**src/rtl/ctrl_dec_pkg.sv**
```systemverilog
package ctrl_dec_pkg;
  localparam int OPC_W = 7;

  localparam logic [OPC_W-1:0] OPC_REG_ARITH = 7'b0110011;
  localparam logic [OPC_W-1:0] OPC_IMM_ARITH = 7'b0010011;
  localparam logic [OPC_W-1:0] OPC_LOAD      = 7'b0000011;
  localparam logic [OPC_W-1:0] OPC_STORE     = 7'b0100011;
  localparam logic [OPC_W-1:0] OPC_BRANCH    = 7'b1100011;
  localparam logic [OPC_W-1:0] OPC_JUMP_LINK = 7'b1101111;

  localparam logic [6:0] FN7_ALT = 7'b0100000;

  typedef enum logic [3:0] {
    ALU_AND = 4'b0000,
    ALU_OR  = 4'b0001,
    ALU_ADD = 4'b0010,
    ALU_SUB = 4'b0110,
    ALU_SLT = 4'b0111
  } aluCode_e;

  typedef enum logic [1:0] {
    CLS_ADDR = 2'b00,
    CLS_CMP  = 2'b01,
    CLS_FUNC = 2'b10
  } aluClass_e;

  typedef struct packed {
    logic      regWrite;
    logic      aluSrc;
    logic      memToReg;
    logic      memRead;
    logic      memWrite;
    logic      branch;
    logic      isJump;
    aluClass_e aluOp;
  } ctrlStrobes_t;
endpackage

```
**src/rtl/main_decoder.sv**
```systemverilog
module main_decoder
  import ctrl_dec_pkg::*;
(
  input  logic [OPC_W-1:0] opcode,
  output ctrlStrobes_t     strobes
);
  always_comb begin
    strobes = '{regWrite: 1'b0, aluSrc: 1'b0, memToReg: 1'b0, memRead: 1'b0,
                memWrite: 1'b0, branch: 1'b0, isJump: 1'b0, aluOp: CLS_ADDR};
    unique case (opcode)
      OPC_REG_ARITH: begin
        strobes.regWrite = 1'b1;
        strobes.aluOp    = CLS_FUNC;
      end
      OPC_IMM_ARITH: begin
        strobes.regWrite = 1'b1;
        strobes.aluSrc   = 1'b1;
        strobes.aluOp    = CLS_FUNC;
      end
      OPC_LOAD: begin
        strobes.regWrite = 1'b1;
        strobes.aluSrc   = 1'b1;
        strobes.memToReg = 1'b1;
        strobes.memRead  = 1'b1;
      end
      OPC_STORE: begin
        strobes.aluSrc   = 1'b1;
        strobes.memWrite = 1'b1;
      end
      OPC_BRANCH: begin
        strobes.branch = 1'b1;
        strobes.aluOp  = CLS_CMP;
      end
      OPC_JUMP_LINK: begin
        strobes.isJump = 1'b1;
      end
      default: ;
    endcase
  end
endmodule

```
**src/rtl/alu_decoder.sv**
```systemverilog
module alu_decoder
  import ctrl_dec_pkg::*;
(
  input  aluClass_e  aluOp,
  input  logic       immForm,
  input  logic [2:0] funct3,
  input  logic [6:0] funct7,
  output aluCode_e   aluCtl
);
  logic altSelect;

  // the immediate form carries immediate bits where funct7 would sit
  assign altSelect = !immForm && (funct7 == FN7_ALT);

  always_comb begin
    aluCtl = ALU_ADD;
    case (aluOp)
      CLS_ADDR: aluCtl = ALU_ADD;
      CLS_CMP:  aluCtl = ALU_SUB;
      CLS_FUNC: begin
        case (funct3)
          3'b000:  aluCtl = altSelect ? ALU_SUB : ALU_ADD;
          3'b111:  aluCtl = ALU_AND;
          3'b110:  aluCtl = ALU_OR;
          3'b010:  aluCtl = ALU_SLT;
          default: aluCtl = ALU_ADD;
        endcase
      end
      default: aluCtl = ALU_ADD;
    endcase
  end
endmodule

```
**src/rtl/alu_datapath.sv**
```systemverilog
module alu_datapath
  import ctrl_dec_pkg::*;
#(
  parameter int XLEN = 32
) (
  input  logic [XLEN-1:0] opA,
  input  logic [XLEN-1:0] regB,
  input  logic [XLEN-1:0] immB,
  input  logic            useImm,
  input  aluCode_e        aluCtl,
  output logic [XLEN-1:0] result,
  output logic            isZero
);
  logic [XLEN-1:0] opB;
  logic            lessSigned;

  assign opB        = useImm ? immB : regB;
  assign lessSigned = $signed(opA) < $signed(opB);

  always_comb begin
    case (aluCtl)
      ALU_AND: result = opA & opB;
      ALU_OR:  result = opA | opB;
      ALU_SUB: result = opA - opB;
      ALU_SLT: result = {{(XLEN-1){1'b0}}, lessSigned};
      default: result = opA + opB;
    endcase
  end

  assign isZero = (result == '0);
endmodule

```
**src/rtl/instr_ctrl_decoder.sv**
```systemverilog
module instr_ctrl_decoder
  import ctrl_dec_pkg::*;
#(
  parameter int XLEN = 32
) (
  input  logic [6:0]      opcode,
  input  logic [2:0]      funct3,
  input  logic [6:0]      funct7,
  input  logic [XLEN-1:0] rs1Data,
  input  logic [XLEN-1:0] rs2Data,
  input  logic [XLEN-1:0] immData,
  output logic            regWrite,
  output logic            aluSrc,
  output logic            memToReg,
  output logic            memRead,
  output logic            memWrite,
  output logic            branch,
  output logic            isJump,
  output logic [1:0]      aluOp,
  output logic [3:0]      aluCtl,
  output logic [XLEN-1:0] aluResult,
  output logic            zeroFlag
);
  ctrlStrobes_t strobes;
  aluCode_e     aluCode;

  main_decoder i_main (
    .opcode (opcode),
    .strobes(strobes)
  );

  alu_decoder i_aluDec (
    .aluOp  (strobes.aluOp),
    .immForm(strobes.aluSrc),
    .funct3 (funct3),
    .funct7 (funct7),
    .aluCtl (aluCode)
  );

  alu_datapath #(.XLEN(XLEN)) i_dp (
    .opA   (rs1Data),
    .regB  (rs2Data),
    .immB  (immData),
    .useImm(strobes.aluSrc),
    .aluCtl(aluCode),
    .result(aluResult),
    .isZero(zeroFlag)
  );

  assign regWrite = strobes.regWrite;
  assign aluSrc   = strobes.aluSrc;
  assign memToReg = strobes.memToReg;
  assign memRead  = strobes.memRead;
  assign memWrite = strobes.memWrite;
  assign branch   = strobes.branch;
  assign isJump   = strobes.isJump;
  assign aluOp    = strobes.aluOp;
  assign aluCtl   = aluCode;
endmodule

```
**config.mk**
```make
export PLATFORM = sky130hd
export DESIGN_NAME = instr_ctrl_decoder
export DESIGN_NICKNAME = d
export VERILOG_FILES = /design/src/rtl/ctrl_dec_pkg.sv /design/src/rtl/main_decoder.sv /design/src/rtl/alu_decoder.sv /design/src/rtl/alu_datapath.sv /design/src/rtl/instr_ctrl_decoder.sv
export SDC_FILE = /design/constraint.sdc
export NUM_CORES = 1
export LEC_CHECK = 0
export BUFFER_PORTS_ARGS = -buffer_cell sky130_fd_sc_hd__buf_2
export CORE_MARGIN = 2
export CORE_UTILIZATION = 35
export DETAILED_ROUTE_END_ITERATION = 8
export PLACE_DENSITY = 0.59
export RECOVER_POWER = 100
export SLEW_MARGIN = 5
export SYNTH_ARGS = -nofsm -noshare
export SYNTH_HDL_FRONTEND = slang
export SYNTH_SLANG_ARGS = --single-unit
```
**constraint.sdc**
```tcl
create_clock -name vclk -period 7.4
set_clock_uncertainty 0.1 [all_clocks]
set_input_delay 0.74 -clock vclk [all_inputs]
set_output_delay 0.74 -clock vclk [all_outputs]
set_load 0.02 [all_outputs]
```
# Word-level counts from Yosys, hierarchy flattened
# Index checks and enable logic that the tools add are counted.
[totals] register_bits=0 in_bits=113 out_inout_bits=46 wordCells=40
[classes] n_addsub=2 n_lt_le_gt_ge=1 n_eq_ne=15 mux=12 n_bitwise=2 reduce_logical=8
[op_table] cell="$pmux W32 S4" count=1
[op_table] cell="$add A32 B32 Y32" count=1
[op_table] cell="$and A32 B32 Y32" count=1
[op_table] cell="$logic_not A32 Y1" count=1
[op_table] cell="$lt A32 B32 Y1" count=1
[op_table] cell="$mux W32" count=1
[op_table] cell="$or A32 B32 Y32" count=1
[op_table] cell="$sub A32 B32 Y32" count=1
[op_table] cell="$eq A7 B6 Y1 const B" count=3
[op_table] cell="$pmux W4 S4" count=1
[op_table] cell="$eq A7 B7 Y1 const B" count=2
[op_table] cell="$eq A4 B3 Y1 const B" count=2
[op_table] cell="$pmux W4 S2" count=1
[op_table] cell="$eq A7 B2 Y1 const B" count=1
[op_table] cell="$eq A7 B5 Y1 const B" count=1
[op_table] cell="$eq A3 B3 Y1 const B" count=2
[op_table] cell="$reduce_or A3 Y1" count=2
[op_table] cell="$mux W1" count=5
[op_table] cell="$eq A4 B1 Y1 const B" count=1
[op_table] cell="$logic_not A4 Y1" count=1
[op_table] cell="$pmux W2 S2" count=1
[op_table] cell="$eq A3 B2 Y1 const B" count=1
[op_table] cell="$logic_not A3 Y1" count=1
[op_table] cell="$mux W3" count=1
[op_table] cell="other kinds (6)" count=6

# Longest topological paths before layout
[logic_depth] ltp_word=11 ltp_mapped=20 mapped_depth_nobuf=19

# By module
# Synthesis repeated with hierarchy kept, for this count alone.
[hier_totals] hier_cells=891 area_unflattened_um2=6023.3
[modules_own_cells] module="alu_datapath" n_inst=1 cells_each=861 area_each_um2=5780.5 seq_area_each_um2=0.0
[modules_own_cells] module="main_decoder" n_inst=1 cells_each=15 area_each_um2=126.4 seq_area_each_um2=0.0
[modules_own_cells] module="alu_decoder" n_inst=1 cells_each=15 area_each_um2=116.4 seq_area_each_um2=0.0

# Worst setup path after synthesis
# No wires, ideal clock.
[synth_path] path_type="input-to-output" start="input opcode[6]" end="output zeroFlag" arrival_ps=5618 required_time_ps=6560 path_slack_ps=942 stages=20 path_buffers=1 path_cell_list="nor3_4 nand4_4 inv_1 buf_1 nand2_1 nand2_1 ha_1 inv_1 fa_1 nor2b_1 o311a_1 o41a_1 xnor2_1 a221oi_1 a21oi_1 or4_1 or4b_1 nor4_1 nand4bb_1 nor4b_2"
[synth_between] elab_chain_len=11 word_cells_on_any_way=28 classes_between="2 x add/sub; 1 x order compare; 10 x eq/ne; 7 x mux; 2 x bitwise; 6 x reduce/logical"
[synth_rtl] item="from (decl)" line_no="instr_ctrl_decoder.sv:6" source="input logic [6:0] opcode,"
[synth_rtl] item="parallel branches: the longest is 9 deep, another holds $add A32 B32 Y32"
[synth_rtl] item="$pmux W32 S4 (*)" line_no="alu_datapath.sv:21" source="case (aluCtl)"
[synth_rtl] item="named net aluResult[8]" line_no="instr_ctrl_decoder.sv:21" source="output logic [XLEN-1:0] aluResult,"
[synth_rtl] item="$logic_not A32 Y1 (*)" line_no="alu_datapath.sv:30" source="assign isZero = (result == '0);"
[synth_rtl] item="to (decl)" line_no="instr_ctrl_decoder.sv:22" source="output logic zeroFlag"
# Mark *: on every way through the listed nets, which the timed path passes.

# Final worst setup path
[layout_path] start="input opcode[4]" end="output zeroFlag"
[layout_between] elab_chain_len=11 word_cells_on_any_way=28 classes_between="2 x add/sub; 1 x order compare; 10 x eq/ne; 7 x mux; 2 x bitwise; 6 x reduce/logical"
[layout_rtl] item="parallel branches: the longest is 9 deep, another holds $add A32 B32 Y32"
[layout_rtl] item="$pmux W32 S4 (*)" line_no="alu_datapath.sv:21"
[layout_rtl] item="$logic_not A32 Y1 (*)" line_no="alu_datapath.sv:30"
# Mark *: on every way between the ends.

==> flow_metrics.py <==
metrics = {
    "final_layout": {
        "diodes": 0,
        "clkbuf_count": 0,
        "utilization_pct": 41.2,
        "drive_gt1_share_pct": 15.0,
        "register_area_um2": 0,
        "finalNetCount": 1280,
        "post-route-cell-area_mm2": 0.00678,
        "syn_to_final_growth_pct": 16.2,
        "stdcell_count": 1284,
        "numSequentialCells": 0,
    },
    "placed_design": {
        "hpwl_um": 18600,
        "dp.cells": 1284,
        "dp_slack_ns": 0.618,
        "placed_area_mm2": 0.00683,
        "portBuffers": 158,
        "place_congestion": 0.967,
    },
    "timing": {
        "post-route-period-util_pct": 93.1,
        "setup_violations": 0,
        "max_slew.worst_pin.slew_ns": 1.43,
        "drv_slew": 0,
        "slew_headroom_pct": 4.55,
        "fin_ws_ns": 0.513,
        "finalSetupTns_ns": 0,
        "timing.fmax_ghz": 0.145,
        "rsz0062_at_grt": "no",
        "hold_violations": 0,
        "min_period_ns": 6.89,
    },
    "logic_synthesis": {
        "synth_top_area_share_pct": 21.2,
        "synthesis.nets": 1146,
        "yosysSeqAreaShare_pct": 0,
        "synthTopCellsByArea": "ha_1, nand2_1, a21oi_1",
        "yosysMostFrequentCell": "nand2_1",
        "netlist_instances": 932,
        "ys_types": 80,
        "syn_area_mm2": 0.00584,
        "synth_warnings": 0,
        "avgSynthCellArea_um2": 6.26,
        "synth_common_cells": "nand2_1, inv_1, ha_1",
        "synth_top_area_cell": "ha_1",
    },
    "worst_setup_path": {
        "critPathKind": "in -> out",
        "arrival_ns": 6.05,
        "crit_fanout": 16,
        "endpoint_kind": "output port",
        "crit_path_start": "opcode[4]",
        "required_ns": 6.56,
        "cp-start-kind": "input pin",
    },
    "grt": {
        "antenna_found_initial": 0,
        "grt_pass1_wl_um": 36100,
        "grt_pass1_vias": 6848,
        "grt_start_max_net_pins": 25,
        "grt_usage_pct": 24.5,
        "grt-ovfl-total": 0,
    },
    "routing": {
        "avgRoutedWirePerCell_um": 17.7,
        "drc_errors": 0,
        "vias": 7322,
        "first_iter_violations": 529,
        "via_per_inst": 5.70,
        "ant_nets": 0,
        "firstDrtPassIters": 6,
        "detail_route.wirelength_um": 22700,
    },
    "floorplanning": {
        "rows": 47,
        "die-area_mm2": 0.0177,
        "initial_core_util_pct": 35.4,
        "die_y_um": 133,
        "die_x_um": 133,
        "ios": 159,
        "core_area_mm2": 0.0165,
    },
    "clock_tree": {
        "post_cts_buffers": 0,
        "cts_hold_buf": 0,
        "cts.repair.resized": 0,
    },
    "hold_path": {
        "hold_path.class": "in -> out",
        "hold_depth": 3,
        "min_from": "opcode[5]",
        "hold_end": "memToReg",
    },
    "power": {
        "peakVddDrop_v": 0.0000336,
        "power_leakage_nw": 3.31,
        "powerDensity_mw_per_mm2": 86.9,
    },
    "run": {
        "maxCapViolations": 0,
    },
    "status": {
        "status": "finished clean",
    },
}
[layout by cell type, fill, tap and decap left out, types with 5 or more instances in the layout]
cell,instances
o21bai_1,14
o221ai_1,9
nor2_1,86
o211ai_1,15
nand2b_1,12
a211o_1,5
clkbuf_1,37
nor3_1,24
nand2_1,157
nor4_1,14
o311ai_0,5
buf_4,13
ha_1,99
nand3_1,14
a31oi_1,7
a21o_1,10
a221oi_1,13
buf_2,121
xnor2_1,19
o21a_1,6
o21ai_0,50
nand4_1,10
a21boi_0,6
a21oi_1,81
nor2b_1,14
a211oi_1,12
o41ai_1,5
inv_1,100
o31ai_1,10
[critical path, stage by stage]
cell and delay (ns):
buf_2 0.12, nor2b_1 0.23, nand4_1 0.15, or3_1 0.38, ha_1 0.29, nor2b_1 0.20, a21oi_1 0.21, a211o_1 0.21
nor2_1 0.32, clkbuf_1 0.41, a221oi_1 0.36, a21oi_1 0.12, or4_1 0.55, or4b_1 0.49, nor4_1 0.55, nand4bb_1 0.25
nor4b_2 0.25, clkbuf_2 0.20
[worst max-delay path by stage]
stage | end | cells past startpoint | slack (ns)
final | zeroFlag | 18 | 0.51
after global routing | zeroFlag | 21 | 0.09
after CTS | zeroFlag | 21 | 0.60
after detailed placement | zeroFlag | 21 | 0.62
after global placement | zeroFlag | 17 | 0.64
after floorplan | zeroFlag | 20 | 0.94
[cells by family after synthesis]
logic type | count (synthesis) | synth area share, %
AND/OR/NAND/NOR | 366 | 29.4
multiplexers | 3 | 0.536
XOR/XNOR | 21 | 3.15
AO/OA/AOI/OAI | 298 | 35.4
adder cells (fa/ha/maj) | 101 | 21.9
other | 1 | 0.0643
buffers and inverters | 142 | 9.61
[layer usage]
layer  up-vias  GRT usage, %  part of all wire, %
met2       313          42.9                   46
met5         -             0                    0
met1      3364          32.8                   45
li1       3611             -                    -
met4         0          4.73                  2.1
met3        34          2.70                  7.0
[stage by stage]
stage               hold WS [ns]  power [W]
floorplan                   1.47   0.000401
global placement            1.68   0.000586
detailed placement          1.68   0.000584
CTS                         1.68   0.000588
global route                1.72   0.000643
finish                      1.70   0.000589
[area by class of cell]
type | count | area (µm²)
multi-input combinational | 790 | 5280
tap | 220 | 275
timing repair buffer | 172 | 847
fill | 1899 | 9680
inverter | 102 | 383
[report_power, final]
| part | internal, W | switching, W | leakage (nW) |
|---|---|---|---|
| Sequential | 0 | 0 | 0 |
| Combinational | 0.000215 | 0.000374 | 3.31 |
| Clock | 0 | 0 | 0 |
| Total | 0.000215 | 0.000374 | 3.31 |
Power figures use the tool's default switching activity.
